`config.mk`:
```
export PLATFORM = sky130hd
export DESIGN_NAME = pp_buffer_ctrl
export DESIGN_NICKNAME = d
export VERILOG_FILES = /design/src/rtl/pp_buf_pkg.sv /design/src/rtl/pp_scan_gen.sv /design/src/rtl/pp_read_port.sv /design/src/rtl/pp_bank_route.sv /design/src/rtl/pp_buffer_ctrl.sv
export SDC_FILE = /design/constraint.sdc
export NUM_CORES = 1
export LEC_CHECK = 0
export ABC_AREA = 1
export BUFFER_PORTS_ARGS = -buffer_cell sky130_fd_sc_hd__buf_2
export CAP_MARGIN = 20
export CORE_ASPECT_RATIO = 2
export CORE_MARGIN = 5
export CORE_UTILIZATION = 48
export CTS_BUF_LIST = sky130_fd_sc_hd__clkbuf_8 sky130_fd_sc_hd__clkbuf_16
export CTS_CLUSTER_SIZE = 28
export DETAILED_ROUTE_END_ITERATION = 10
export PLACE_DENSITY_LB_ADDON = 0.25
export REMOVE_ABC_BUFFERS = 1
export SYNTH_ARGS = -nofsm -noshare
export SYNTH_HDL_FRONTEND = slang
export SYNTH_SLANG_ARGS = --single-unit
```
`constraint.sdc`:
```
create_clock -name clk -period 1.9 [get_ports clk]
set_input_delay 0.38 -clock clk [delete_from_list [all_inputs] [get_ports clk]]
set_output_delay 0.38 -clock clk [all_outputs]
set_load 0.01 [all_outputs]
```
`src/rtl/pp_buf_pkg.sv`:
```
`timescale 1ns/1ps
package pp_buf_pkg;
  typedef enum logic {ST_IDLE, ST_RUN} ctrl_state_e;

  localparam int unsigned NUM_BANKS  = 2;
  localparam int unsigned NUM_PASSES = 3;

  // Column-order scan applies to the middle pass of the three.
  function automatic logic pass_is_column(input logic [1:0] idx);
    return idx == 2'd1;
  endfunction

  function automatic logic [1:0] next_pass(input logic [1:0] idx);
    return (idx == 2'(NUM_PASSES - 1)) ? 2'd0 : idx + 2'd1;
  endfunction
endpackage

```
`src/rtl/pp_scan_gen.sv`:
```
`timescale 1ns/1ps
module pp_scan_gen #(
  parameter int unsigned ROWS  = 362,
  parameter int unsigned PAIRS = 181,
  localparam int unsigned DEPTH  = ROWS * PAIRS,
  localparam int unsigned ADDR_W = $clog2(DEPTH),
  localparam int unsigned RW     = $clog2(ROWS + 1),
  localparam int unsigned CW     = $clog2(PAIRS + 1)
) (
  input  logic              clk,
  input  logic              rst_n,
  input  logic              clear,
  input  logic              step,
  input  logic              col_mode,
  output logic [ADDR_W-1:0] addr,
  output logic              last
);
  logic [RW-1:0]     row_q;
  logic [CW-1:0]     pair_q;
  logic [ADDR_W-1:0] base_q;   // row_q * PAIRS, kept incrementally

  logic row_end, pair_end;
  assign row_end  = (row_q == RW'(ROWS - 1));
  assign pair_end = (pair_q == CW'(PAIRS - 1));

  always_ff @(posedge clk or negedge rst_n) begin
    if (!rst_n) begin
      row_q  <= '0;
      pair_q <= '0;
      base_q <= '0;
    end else if (clear) begin
      row_q  <= '0;
      pair_q <= '0;
      base_q <= '0;
    end else if (step) begin
      if (col_mode) begin
        if (row_end) begin
          row_q  <= '0;
          base_q <= '0;
          pair_q <= pair_q + 1'b1;
        end else begin
          row_q  <= row_q + 1'b1;
          base_q <= base_q + ADDR_W'(PAIRS);
        end
      end else begin
        if (pair_end) begin
          pair_q <= '0;
          row_q  <= row_q + 1'b1;
          base_q <= base_q + ADDR_W'(PAIRS);
        end else begin
          pair_q <= pair_q + 1'b1;
        end
      end
    end
  end

  assign addr = base_q + ADDR_W'(pair_q);
  assign last = row_end & pair_end;
endmodule

```
`src/rtl/pp_read_port.sv`:
```
`timescale 1ns/1ps
module pp_read_port #(
  parameter int unsigned WORD_W = 32
) (
  input  logic              clk,
  input  logic              rst_n,
  input  logic              clear,
  input  logic              ce,
  input  logic              can_issue,
  input  logic [WORD_W-1:0] mem_word,
  input  logic              rd_ready,
  output logic              issue,
  output logic              rd_valid,
  output logic [WORD_W-1:0] rd_data,
  output logic              busy
);
  logic              inflight_q;
  logic              hold_full_q;
  logic [WORD_W-1:0] hold_q;

  // Fetch on the low enable phase so data lands on the high phase.
  assign issue    = can_issue & ~ce & ~hold_full_q & ~inflight_q;
  assign rd_valid = ce & (inflight_q | hold_full_q);
  assign rd_data  = hold_full_q ? hold_q : mem_word;
  assign busy     = inflight_q | hold_full_q;

  always_ff @(posedge clk or negedge rst_n) begin
    if (!rst_n) begin
      inflight_q  <= 1'b0;
      hold_full_q <= 1'b0;
      hold_q      <= '0;
    end else if (clear) begin
      inflight_q  <= 1'b0;
      hold_full_q <= 1'b0;
    end else begin
      inflight_q <= issue;
      if (rd_valid && rd_ready) begin
        hold_full_q <= 1'b0;
      end else if (rd_valid && inflight_q) begin
        hold_q      <= mem_word;
        hold_full_q <= 1'b1;
      end
    end
  end
endmodule

```
`src/rtl/pp_bank_route.sv`:
```
`timescale 1ns/1ps
module pp_bank_route
  import pp_buf_pkg::*;
#(
  parameter int unsigned ADDR_W = 16,
  parameter int unsigned WORD_W = 32
) (
  input  logic                              rd_bank,
  input  logic                              rd_en,
  input  logic [ADDR_W-1:0]                 rd_addr,
  input  logic                              wr_en,
  input  logic [ADDR_W-1:0]                 wr_addr,
  input  logic [NUM_BANKS-1:0][WORD_W-1:0]  bank_rdata,
  output logic [NUM_BANKS-1:0]              bank_en,
  output logic [NUM_BANKS-1:0]              bank_we,
  output logic [NUM_BANKS-1:0][ADDR_W-1:0]  bank_addr,
  output logic [WORD_W-1:0]                 rd_word
);
  for (genvar b = 0; b < NUM_BANKS; b++) begin : g_bank
    logic is_src;
    assign is_src       = (rd_bank == 1'(b));
    assign bank_en[b]   = is_src ? rd_en : wr_en;
    assign bank_we[b]   = ~is_src & wr_en;
    assign bank_addr[b] = is_src ? rd_addr : wr_addr;
  end

  assign rd_word = bank_rdata[rd_bank];
endmodule

```
`src/rtl/pp_buffer_ctrl.sv`:
```
`timescale 1ns/1ps
module pp_buffer_ctrl
  import pp_buf_pkg::*;
#(
  parameter int unsigned SAMPLE_W = 16,
  parameter int unsigned ROWS     = 362,
  parameter int unsigned PAIRS    = 181,
  localparam int unsigned WORD_W  = 2 * SAMPLE_W,
  localparam int unsigned DEPTH   = ROWS * PAIRS,
  localparam int unsigned ADDR_W  = $clog2(DEPTH)
) (
  input  logic              clk,
  input  logic              rst_n,
  input  logic              start_i,
  output logic              pass_done_o,
  output logic [1:0]        pass_idx_o,
  output logic              col_scan_o,
  output logic              rd_bank_o,
  output logic              proc_ce_o,
  output logic              rd_valid_o,
  input  logic              rd_ready_i,
  output logic [WORD_W-1:0] rd_data_o,
  input  logic              wr_valid_i,
  output logic              wr_ready_o,
  input  logic [WORD_W-1:0] wr_data_i,
  output logic              m0_en_o,
  output logic              m0_we_o,
  output logic [ADDR_W-1:0] m0_addr_o,
  output logic [WORD_W-1:0] m0_wdata_o,
  input  logic [WORD_W-1:0] m0_rdata_i,
  output logic              m1_en_o,
  output logic              m1_we_o,
  output logic [ADDR_W-1:0] m1_addr_o,
  output logic [WORD_W-1:0] m1_wdata_o,
  input  logic [WORD_W-1:0] m1_rdata_i
);
  ctrl_state_e state_q;
  logic        ce_q;
  logic        rd_bank_q;
  logic [1:0]  pass_q;
  logic        rd_fin_q, wr_fin_q;

  logic running, start_go, col_scan, all_done;
  logic rd_issue, rd_busy, rd_last, wr_last, wr_fire;
  logic [ADDR_W-1:0] rd_addr, wr_addr;
  logic [WORD_W-1:0] rd_word;

  logic [NUM_BANKS-1:0]             bank_en, bank_we;
  logic [NUM_BANKS-1:0][ADDR_W-1:0] bank_addr;
  logic [NUM_BANKS-1:0][WORD_W-1:0] bank_rdata;

  assign running  = (state_q == ST_RUN);
  assign start_go = (state_q == ST_IDLE) & start_i;
  assign col_scan = pass_is_column(pass_q);
  assign wr_ready_o = running & ce_q & ~wr_fin_q;
  assign wr_fire    = wr_ready_o & wr_valid_i;
  assign all_done   = running & rd_fin_q & wr_fin_q & ~rd_busy;

  pp_scan_gen #(.ROWS(ROWS), .PAIRS(PAIRS)) u_rd_scan (
    .clk(clk), .rst_n(rst_n), .clear(start_go), .step(rd_issue),
    .col_mode(col_scan), .addr(rd_addr), .last(rd_last)
  );

  pp_scan_gen #(.ROWS(ROWS), .PAIRS(PAIRS)) u_wr_scan (
    .clk(clk), .rst_n(rst_n), .clear(start_go), .step(wr_fire),
    .col_mode(col_scan), .addr(wr_addr), .last(wr_last)
  );

  pp_read_port #(.WORD_W(WORD_W)) u_rd_port (
    .clk(clk), .rst_n(rst_n), .clear(start_go), .ce(ce_q),
    .can_issue(running & ~rd_fin_q), .mem_word(rd_word),
    .rd_ready(rd_ready_i), .issue(rd_issue), .rd_valid(rd_valid_o),
    .rd_data(rd_data_o), .busy(rd_busy)
  );

  assign bank_rdata[0] = m0_rdata_i;
  assign bank_rdata[1] = m1_rdata_i;

  pp_bank_route #(.ADDR_W(ADDR_W), .WORD_W(WORD_W)) u_route (
    .rd_bank(rd_bank_q), .rd_en(rd_issue), .rd_addr(rd_addr),
    .wr_en(wr_fire), .wr_addr(wr_addr), .bank_rdata(bank_rdata),
    .bank_en(bank_en), .bank_we(bank_we), .bank_addr(bank_addr),
    .rd_word(rd_word)
  );

  always_ff @(posedge clk or negedge rst_n) begin
    if (!rst_n) begin
      state_q   <= ST_IDLE;
      ce_q      <= 1'b0;
      rd_bank_q <= 1'b0;
      pass_q    <= 2'd0;
      rd_fin_q  <= 1'b0;
      wr_fin_q  <= 1'b0;
    end else begin
      ce_q <= ~ce_q;
      if (start_go) begin
        state_q  <= ST_RUN;
        rd_fin_q <= 1'b0;
        wr_fin_q <= 1'b0;
      end else if (all_done) begin
        state_q   <= ST_IDLE;
        rd_bank_q <= ~rd_bank_q;
        pass_q    <= next_pass(pass_q);
      end else begin
        if (rd_issue && rd_last) rd_fin_q <= 1'b1;
        if (wr_fire && wr_last)  wr_fin_q <= 1'b1;
      end
    end
  end

  assign pass_done_o = all_done;
  assign pass_idx_o  = pass_q;
  assign col_scan_o  = col_scan;
  assign rd_bank_o   = rd_bank_q;
  assign proc_ce_o   = ce_q;

  assign m0_en_o    = bank_en[0];
  assign m0_we_o    = bank_we[0];
  assign m0_addr_o  = bank_addr[0];
  assign m0_wdata_o = wr_data_i;
  assign m1_en_o    = bank_en[1];
  assign m1_we_o    = bank_we[1];
  assign m1_addr_o  = bank_addr[1];
  assign m1_wdata_o = wr_data_i;
endmodule

```
==> impl_metrics.env <==
export IMPL_final_instance_count_excl_fill=1779
export IMPL_synth_simple_area_share_pct=35.37
export IMPL_drtPass1Iterations=5
export IMPL_start_kind="register"
export IMPL_synth_fa_ha_area_share_pct=4.321
export IMPL_syn_cell_area_sq_um=8456
export IMPL_worstPathRequired_ns=1.52
export IMPL_max_stage_delay_ns=0.41
export IMPL_grt_first_pass_wirelength_um=47260
export IMPL_cp_end_kind="output port"
export IMPL_p_int_mw=4.815
export IMPL_core_sq_um=17270
export IMPL_syn_instance_count=1293
export IMPL_synth_compound_area_share_pct=10.51
export IMPL_ios=241
export IMPL_violations="setup timing"
export IMPL_cts_max_path_buffers=2
export IMPL_synth_top_family_by_area="simple AND/OR/NAND/NOR gates"
export IMPL_synthMuxAreaShare_pct=0
export IMPL_finalInstanceArea_sq_um=12930
export IMPL_layout_drive_gt1_share_pct=45.89
export IMPL_clk_pin_slew_ns=0.08
export IMPL_fmax_mhz=391.4
export IMPL_finalHoldViolCount=0
export IMPL_cts_tree="built"
export IMPL_grt_max_degree=108
export IMPL_path_class="register to output port"
export IMPL_grt_overflow_total=0
export IMPL_routed_via_count=9638
export IMPL_synthArstFlopShare_pct=100.0
export IMPL_synth_xor_area_share_pct=1.864
export IMPL_grt_antenna_before_repair=0
export IMPL_slew_headroom_pct=57.13
export IMPL_ys_seq_elements=107
export IMPL_nFillCells=1249
export IMPL_synth_cell_type_count=45
export IMPL_num_rows=68
export IMPL_power_switching_mw=2.709
export IMPL_fp_dieArea_sq_um=20530
export IMPL_multi_input_area_sq_um=5949
export IMPL_clock_latency_ns=0.36
export IMPL_r2r_cells=14
export IMPL_synth_edff_count=0
export IMPL_drtIter0Drc=529
export IMPL_slew_violations=0
export IMPL_wirelength_um=33570
export IMPL_via_per_inst=5.418
export IMPL_initial_core_util_pct=48.96
export IMPL_synth_warnings=0
export IMPL_pwr_share_clk_pct=27.1
export IMPL_min_path_type="primary input to asynchronous set/reset pin"
export IMPL_regArea_sq_um=2690
export IMPL_avgRoutedWirePerCell_um=18.87
export IMPL_gp_congestion=0.9155
export IMPL_hpwlAfterDp_um=19630
export IMPL_clock_sinks=107
export IMPL_drc=0
export IMPL_grt_pass1_vias=9427
export IMPL_cts_root_buf="clkbuf_16"
export IMPL_timing_hold_ws_ns=0.07387
export IMPL_max_cap_violations=0
export IMPL_fin_skew_ns=0.01192
export IMPL_worstPathCellList="ha_2 -> fa_2 -> nand2_2 -> nand2_2 -> nand2_2 -> nor2_2 -> nor2_1 -> xnor2_1 -> nand2_1 -> nand2_1 -> buf_2"
export IMPL_rsz0062_at_grt="yes"
export IMPL_holdBufCountCts=0
export IMPL_crit_top_cell="nand2_2"
export IMPL_swShare_pct=36.01
export IMPL_io_buffer_count=144
export IMPL_cp_arrival_ns=2.18
export IMPL_critPathMaxFanout=2
export IMPL_tightest_slew_ns=0.6431
export IMPL_cts_htree_levels=3
export IMPL_setup_viol=69
export IMPL_ant_nets=0
export IMPL_period_share_pct=134.5
export IMPL_finalNetCount=1693
export IMPL_worst_slack_ns=-0.6552
export IMPL_pre_cts_ws_ns=-0.4083
export IMPL_p_leak_nw=7.030
export IMPL_synth_seq_area_share_pct=31.67
export IMPL_power_frac_comb_pct=40.1
export IMPL_placed_area_sq_um=9540
export IMPL_cts_buffers=9
export IMPL_synth_flop_cell="dfrtp_1"
export IMPL_total_power_mw=7.525
export IMPL_crit_slowest_cell="dfrtp_1"
export IMPL_ir_drop_mv=0.8645
export IMPL_die_y_um=197.7
export IMPL_placedCellCount=1643
export IMPL_power_density_nw_per_um2=581.9
export IMPL_seq_power_share_pct=32.8
export IMPL_fin_crit_ns=2.555
export IMPL_status="finished with violations"
export IMPL_grt_usage_pct=28.68
export IMPL_area_growth_pct=52.93
export IMPL_die_w_um=103.9
export IMPL_syn_area_per_cell_sq_um=6.540
export IMPL_antennaDiodeCount=0
cell type report:
cell class / count / area share, %
inverters: 175 / 5.399
clock inverters: 7 / 0.6773
well taps: 210 / 2.032
clock buffers: 9 / 1.742
multi-input cells: 910 / 46.01
flip-flops and latches: 107 / 20.80
repair inverters: 1 / 0.06773
repair buffers: 360 / 23.27
worst max-delay path: cells and delay by family, from the launching register on:
family | cells | cell delay [ns]
buf+inv | 1 | 0.12
fa+ha+maj | 2 | 0.57
flops | 1 | 0.41
simple gates | 7 | 0.53
xor+xnor | 1 | 0.19
synth_stat cells, drive strengths merged, types with 11 or more instances:
master / number / area [sq um]
a21oi: 24 / 142.6
buf: 83 / 638.1
clkbuf: 18 / 67.56
dfrtp: 107 / 2678
ha: 26 / 325.3
inv: 173 / 661.9
nand2: 475 / 1874
nand3: 91 / 465.5
nand4: 11 / 81.32
nor2: 97 / 394.1
nor3: 19 / 110.1
o21ai: 123 / 634.4
xor2: 11 / 96.34
per-stage QoR:
| stage | utilization, % | setup TNS [ns] |
|---|---|---|
| after global routing | 74.87 | -28.42 |
| after global placement | 55.24 | -7.135 |
| final | 74.87 | -22.06 |
| after detailed placement | 55.24 | -7.714 |
| after floorplan | - | -111.42 |
| after CTS | 67.02 | -20.71 |
registers in the layout, indices dropped and copies added (netlist names), 2 cells and up:
name	flops
pass_idx_o	2
u_rd_scan.row_q	9
u_rd_scan.base_q	16
u_rd_scan.pair_q	8
u_wr_scan.row_q	9
u_wr_scan.base_q	16
u_rd_port.hold_q	32
u_wr_scan.pair_q	8
cell families after synthesis:
kind of cell    count (synthesis)
compound gates                162
xor+xnor                       18
fa+ha+maj                      28
buf+inv                       276
flops                         107
simple gates                  702
power groups by stage:
stage	clock network [mW]	registers, mW	logic [mW]
2_1_floorplan	0	2.46	1.05
3_3_place_gp	0	2.47	1.92
3_5_place_dp	0	2.47	1.94
4_1_cts	2.08	2.45	2.42
5_1_grt	2.19	2.47	3.27
6_report	2.04	2.47	3.02
path summary, 6_finish.rpt:
kind | startpoint | end | slack (ns)
max | u_rd_scan.base_q[0] | m1_addr_o[6] | -0.66
min | rst_n | pass_idx_o[0] | 0.07
max reg2reg | rd_bank_o | u_rd_port.hold_q[0] | -0.07
min reg2reg | proc_ce_o | proc_ce_o | 0.51
max in group asynchronous | rst_n | u_rd_scan.base_q[7] | 1.32
min in group clk | rd_ready_i | u_rd_port.hold_full_q | 0.33
timing repair:
item                                    in CTS  in global routing
cloned                                       8                  5
pin swaps                                   60                107
endpoints found under the setup margin      63                139
endpoints found under the hold margin        0                  0
setup buffers                              102                 36
resized for setup                          218                344
layout by cell type (no fill, tap or decap), types with 29 or more instances in the layout:
master / instances
nand2_1: 283
inv_1: 154
buf_2: 135
buf_4: 130
dfrtp_1: 97
nand2_2: 94
nand2_4: 94
nor2_1: 81
o21ai_1: 67
buf_6: 65
nand3_1: 63
o21ai_2: 29
routing by layer:
metal	share of wire, %	track usage, %
met1	32	28.02
met2	52	52.75
met3	8.2	10.28
met4	7.3	13.06
met5	0.37	5.952
No activity file was read; power rests on OpenSTA's default activity.
